**src/rtl/bp2_pkg.sv**
```systemverilog
package bp2_pkg;

    // Organisation of the first level and of the index hash
    typedef enum logic [1:0] {
        ORG_GLOBAL  = 2'd0,
        ORG_PERADDR = 2'd1,
        ORG_XOR     = 2'd2
    } org_e;

    typedef logic [1:0] ctr_t;

    localparam ctr_t CTR_RESET = 2'b10;
    localparam ctr_t CTR_MAX   = 2'b11;
    localparam ctr_t CTR_MIN   = 2'b00;

    // Resolved branch reported by the back end
    typedef struct packed {
        logic valid;
        logic taken;
    } resolve_t;

    // Saturating move toward the outcome
    function automatic ctr_t ctr_step(ctr_t c, logic taken);
        ctr_t n;
        if (taken) n = (c == CTR_MAX) ? c : c + 2'd1;
        else       n = (c == CTR_MIN) ? c : c - 2'd1;
        return n;
    endfunction

    function automatic logic ctr_dir(ctr_t c);
        return c[1];
    endfunction

endpackage

```
**src/rtl/bp2_history.sv**
```systemverilog
module bp2_history
    import bp2_pkg::*;
#(
    parameter org_e ORG        = ORG_XOR,
    parameter int   HIST_W     = 10,
    parameter int   PA_ENTRIES = 64,
    parameter int   ADDR_W     = 32,
    parameter int   ADDR_LSB   = 2
) (
    input  logic              clk,
    input  logic              rst,
    input  logic [ADDR_W-1:0] rd_addr,
    output logic [HIST_W-1:0] rd_hist,
    input  resolve_t          res,
    input  logic [ADDR_W-1:0] res_addr
);
    localparam int SEL_W = (PA_ENTRIES > 1) ? $clog2(PA_ENTRIES) : 1;

    generate
        if (ORG == ORG_PERADDR) begin : g_table
            logic [HIST_W-1:0] tbl [PA_ENTRIES];
            logic [SEL_W-1:0]  rd_sel;
            logic [SEL_W-1:0]  wr_sel;

            assign rd_sel  = rd_addr[ADDR_LSB +: SEL_W];
            assign wr_sel  = res_addr[ADDR_LSB +: SEL_W];
            assign rd_hist = tbl[rd_sel];

            always_ff @(posedge clk) begin
                if (rst) begin
                    for (int i = 0; i < PA_ENTRIES; i++) tbl[i] <= '0;
                end else if (res.valid) begin
                    tbl[wr_sel] <= {tbl[wr_sel][HIST_W-2:0], res.taken};
                end
            end
        end else begin : g_shared
            logic [HIST_W-1:0] ghr;

            assign rd_hist = ghr;

            always_ff @(posedge clk) begin
                if (rst)            ghr <= '0;
                else if (res.valid) ghr <= {ghr[HIST_W-2:0], res.taken};
            end
        end
    endgenerate
endmodule

```
**src/rtl/bp2_index.sv**
```systemverilog
module bp2_index
    import bp2_pkg::*;
#(
    parameter org_e ORG      = ORG_XOR,
    parameter int   HIST_W   = 10,
    parameter int   ADDR_W   = 32,
    parameter int   ADDR_LSB = 2
) (
    input  logic [HIST_W-1:0] hist,
    input  logic [ADDR_W-1:0] addr,
    output logic [HIST_W-1:0] idx
);
    generate
        if (ORG == ORG_XOR) begin : g_hash
            assign idx = hist ^ addr[ADDR_LSB +: HIST_W];
        end else begin : g_plain
            assign idx = hist;
        end
    endgenerate
endmodule

```
**src/rtl/bp2_pht.sv**
```systemverilog
module bp2_pht
    import bp2_pkg::*;
#(
    parameter int IDX_W = 10
) (
    input  logic             clk,
    input  logic             rst,
    input  logic [IDX_W-1:0] rd_idx,
    output ctr_t             rd_ctr,
    input  resolve_t         res,
    input  logic [IDX_W-1:0] wr_idx
);
    localparam int DEPTH = 1 << IDX_W;

    ctr_t cnt [DEPTH];

    assign rd_ctr = cnt[rd_idx];

    always_ff @(posedge clk) begin
        if (rst) begin
            for (int i = 0; i < DEPTH; i++) cnt[i] <= CTR_RESET;
        end else if (res.valid) begin
            cnt[wr_idx] <= ctr_step(cnt[wr_idx], res.taken);
        end
    end
endmodule

```
**src/rtl/bp2_predictor.sv**
```systemverilog
module bp2_predictor
    import bp2_pkg::*;
#(
    parameter org_e ORG        = ORG_XOR,
    parameter int   HIST_W     = 10,
    parameter int   PA_ENTRIES = 64,
    parameter int   ADDR_W     = 32,
    parameter int   ADDR_LSB   = 2
) (
    input  logic              clk,
    input  logic              rst,
    input  logic [ADDR_W-1:0] pred_addr,
    output logic              pred_taken,
    output logic [HIST_W-1:0] pred_hist,
    input  logic              upd_valid,
    input  logic [ADDR_W-1:0] upd_addr,
    input  logic [HIST_W-1:0] upd_hist,
    input  logic              upd_taken
);
    resolve_t          res;
    logic [HIST_W-1:0] rd_idx;
    logic [HIST_W-1:0] wr_idx;
    ctr_t              rd_ctr;

    assign res.valid = upd_valid;
    assign res.taken = upd_taken;

    bp2_history #(
        .ORG(ORG), .HIST_W(HIST_W), .PA_ENTRIES(PA_ENTRIES),
        .ADDR_W(ADDR_W), .ADDR_LSB(ADDR_LSB)
    ) u_hist (
        .clk(clk), .rst(rst),
        .rd_addr(pred_addr), .rd_hist(pred_hist),
        .res(res), .res_addr(upd_addr)
    );

    bp2_index #(
        .ORG(ORG), .HIST_W(HIST_W), .ADDR_W(ADDR_W), .ADDR_LSB(ADDR_LSB)
    ) u_idx_rd (
        .hist(pred_hist), .addr(pred_addr), .idx(rd_idx)
    );

    bp2_index #(
        .ORG(ORG), .HIST_W(HIST_W), .ADDR_W(ADDR_W), .ADDR_LSB(ADDR_LSB)
    ) u_idx_wr (
        .hist(upd_hist), .addr(upd_addr), .idx(wr_idx)
    );

    bp2_pht #(.IDX_W(HIST_W)) u_pht (
        .clk(clk), .rst(rst),
        .rd_idx(rd_idx), .rd_ctr(rd_ctr),
        .res(res), .wr_idx(wr_idx)
    );

    assign pred_taken = ctr_dir(rd_ctr);
endmodule

```
**config.mk**
```make
export PLATFORM = sky130hd
export DESIGN_NAME = bp2_predictor
export DESIGN_NICKNAME = d
export VERILOG_FILES = /design/src/rtl/bp2_pkg.sv /design/src/rtl/bp2_history.sv /design/src/rtl/bp2_index.sv /design/src/rtl/bp2_pht.sv /design/src/rtl/bp2_predictor.sv
export SDC_FILE = /design/constraint.sdc
export NUM_CORES = 2
export LEC_CHECK = 0
export BUFFER_PORTS_ARGS = -buffer_cell sky130_fd_sc_hd__buf_2
export CORE_MARGIN = 2
export CORE_UTILIZATION = 27
export CTS_CLUSTER_SIZE = 12
export DETAILED_ROUTE_END_ITERATION = 7
export PLACE_DENSITY = 0.41
export SETUP_SLACK_MARGIN = 0.3
export SYNTH_ARGS = -nofsm -noshare
export SYNTH_HDL_FRONTEND = slang
export SYNTH_SLANG_ARGS = --single-unit
```
**constraint.sdc**
```tcl
create_clock -name clk -period 16.2 [get_ports clk]
set_clock_uncertainty 0.15 [all_clocks]
set_input_delay 3.24 -clock clk [delete_from_list [all_inputs] [get_ports clk]]
set_output_delay 3.24 -clock clk [all_outputs]
set_load 0.03 [all_outputs]
```
==> impl_metrics.toml <==
[finish]
drive_gt1_share_pct = 18.6
num-nets-final = 8710
post-route-util_pct = 30.3
finish.instance_area_um2 = 125000
instances_no_fill = 14318
area_growth_pct = 11.5

[timing]
slew_violations = 0
fmax_mhz = 87.1
worst_pin_slew_ps = 1490
tns_ps = 0
period_minus_slack_ps = 11480
setup_violations = 0
slew_headroom_pct = 0.0534
rsz0062_at_grt = "false"
hold_violations = 0
finalCritPeriodShare_pct = 70.9

[synthesis]
netlist_instances = 9224
synth_seq_cells = 2058
synthArstFlopShare_pct = 0
synth-seq-area-share_pct = 54.9
synth_warnings = 0
ys_types = 68
syn_area_per_cell_um2 = 12.2
synth-edff-count = 2048
synth_nets = 9302
synth_ff_type = "edfxtp_1"
netlist_area_um2 = 112000

[drt]
ant_nets = 0
routed_via_density = 6.18
num_vias = 88485
wl_per_cell_um = 39.8
drt_iter0_drc = 13619
route.detailed.drc = 0
wirelength_um = 570000
firstDrtPassIters = 8

[clocking]
postCtsSetupBuffers = 0
cts_tree = "built"
clk_latency_ps = 980
cts_buffers = 244
cts_sinks = 2058
cts.clk_slew.worst_paths_ps = 60
clockBufferDepth = 4
clockRootBuffer = "clkbuf_16"
ctsResizeCount = 0
cts_hold_buf = 0
htreeDepth = 4

[run_status]
violations = "max-capacitance violations"
status = "finished, violations left"

[die]
io-pin-count = 89
die_h_um = 649
initial_core_util_pct = 27.1
dieWidth_um = 649
die-area_um2 = 421000
rows = 236
core_um2 = 414000

[critical_path]
arrival_ps = 8090
crit_type = "in -> out"
cp-end-kind = "primary output"
cp-start-kind = "primary input"
crit_path_max_fanout = 51
cp.required_ps = 12810

[power_and_ir_drop]
powerDensity_nw_per_um2 = 115
power_leakage_nw = 40.9
ir_drop_mv = 0.119

[placement]
routabilityCongestion = 0.869
dp_hpwl_um = 328000
place_area_um2 = 118000
place_inst = 13860
port-buffer-count = 44

[flow_run]
cap_violations = 1

[global_route]
grt_use_total_pct = 26.1
antenna_found_initial = 45
grt_max_degree = 180
grt_pass1_vias = 84340
grt_pass1_wl_um = 762000
grt_overflow = 0

[min_path]
min_path_type = "reg -> reg"
==> synthesized netlist by cell type, drive strengths merged (20+ instances only) <==
library cell | count | area share (%)
o22ai | 250 | 1.4
nand3 | 1053 | 4.7
edfxtp | 2048 | 55
mux4 | 417 | 8.4
a22oi | 55 | 0.37
nor4 | 96 | 0.54
o21bai | 27 | 0.18
nand2 | 593 | 2.0
nor2 | 248 | 0.83
nand2b | 74 | 0.41
a21o | 938 | 6.3
o221ai | 41 | 0.32
a21oi | 245 | 1.1
a31oi | 33 | 0.18
or4 | 20 | 0.13
nor3 | 940 | 5.5
buf | 466 | 2.8
o32ai | 32 | 0.25
o21ai | 46 | 0.21
nand4 | 21 | 0.12
clkbuf | 789 | 2.6
mux2i | 624 | 5.6
==> registers in the layout, indices dropped and copies added (netlist names) <==
signal,flops
u_hist.rd_hist,10
u_pht.cnt,2048
==> power by group <==
part,leakage [nW],internal [W],total [W],switching (W)
Clock,3.64,0.00300,0.00541,0.00241
Combinational,18.8,0.000624,0.00294,0.00232
Sequential,18.4,0.00596,0.00601,0.0000482
==> stage by stage <==
stage          power, W  setup WS (ps)  hold WS (ps)
4_1_cts          0.0143           4670           408
6_report         0.0144           4720           397
2_1_floorplan   0.00796           6100           507
3_5_place_dp    0.00900           4560           393
5_1_grt          0.0146           4490           448
3_3_place_gp    0.00898           4600           364
==> worst max-delay path, cell delays in order <==
cell and delay (ps):
buf_2 130, xor2_4 220, buf_12 480, buf_4 720
mux4_2 610, mux4_2 580, mux4_2 630, and2_1 200
a211oi_1 220, a31oi_1 140, a211oi_1 300, a21oi_1 190
buf_2 300
==> logic make-up after synthesis <==
family	after synthesis	synth area share, %
and+or+nand+nor	3053	14.3
DFF	2058	54.9
AOI/OAI and AO/OA	1781	11.1
buffers and inverters	1256	5.41
muxes	1043	13.9
xor gates and xnor gates	31	0.255
adders and majority gates	2	0.0189
==> routing by layer <==
metal,up-vias,track usage (%),share of wire (%)
met5,-,0.147,0.040
met4,22,12.8,5.6
met3,1162,5.48,9.8
met2,5769,39.8,44
met1,46990,35.1,40
li1,34542,-,-
==> cell usage in the layout (no fill, tap or decap), types with 20 or more instances in the layout <==
master and instances:
or4_1 20, nand2_4 27, nand3_1 1035, buf_4 346
o21ai_0 44, nor3_2 314, diode_2 21, buf_2 43
nor2_2 24, nor4_1 93, clkinv_2 41, nand4_1 21
nor3_1 625, o221ai_1 41, nand2b_1 73, nor2_1 165
a22oi_1 55, mux4_2 417, buf_12 27, edfxtp_1 2048
nand2_1 552, mux2i_1 624, o21bai_1 27, a31oi_1 33
clkinv_1 56, clkbuf_16 253, o22ai_1 250, a21o_1 938
nor2_4 59, a21oi_1 245, clkbuf_1 63, o32ai_1 32
==> path summary, 6_finish.rpt <==
path	startpoint	end	slack, ps	depth (start not counted)
max	pred_addr[2]	pred_taken	4720	13
min	u_hist.rd_hist[9]$_SDFFE_PP0P_	u_hist.rd_hist[9]$_SDFFE_PP0P_	400	2
max reg2reg	u_pht.cnt[57][0]$_SDFFCE_PN0P_	u_pht.cnt[712][1]$_SDFFCE_PN1P_	9480	11
min reg2reg	u_hist.rd_hist[9]$_SDFFE_PP0P_	u_hist.rd_hist[9]$_SDFFE_PP0P_	400	2
==> layout make-up <==
| type | count | area, um2 |
|---|---|---|
| tap | 5474 | 6850 |
| fill | 41659 | 288000 |
| sequential | 2058 | 61700 |
| clock buffer | 319 | 6610 |
| timing repair buffer | 417 | 3370 |
| multi-input combinational | 5910 | 45800 |
| clock inverter | 118 | 817 |
| antenna | 21 | 52.6 |
| inverter | 1 | 3.75 |
(Power assumes the default switching activity.)
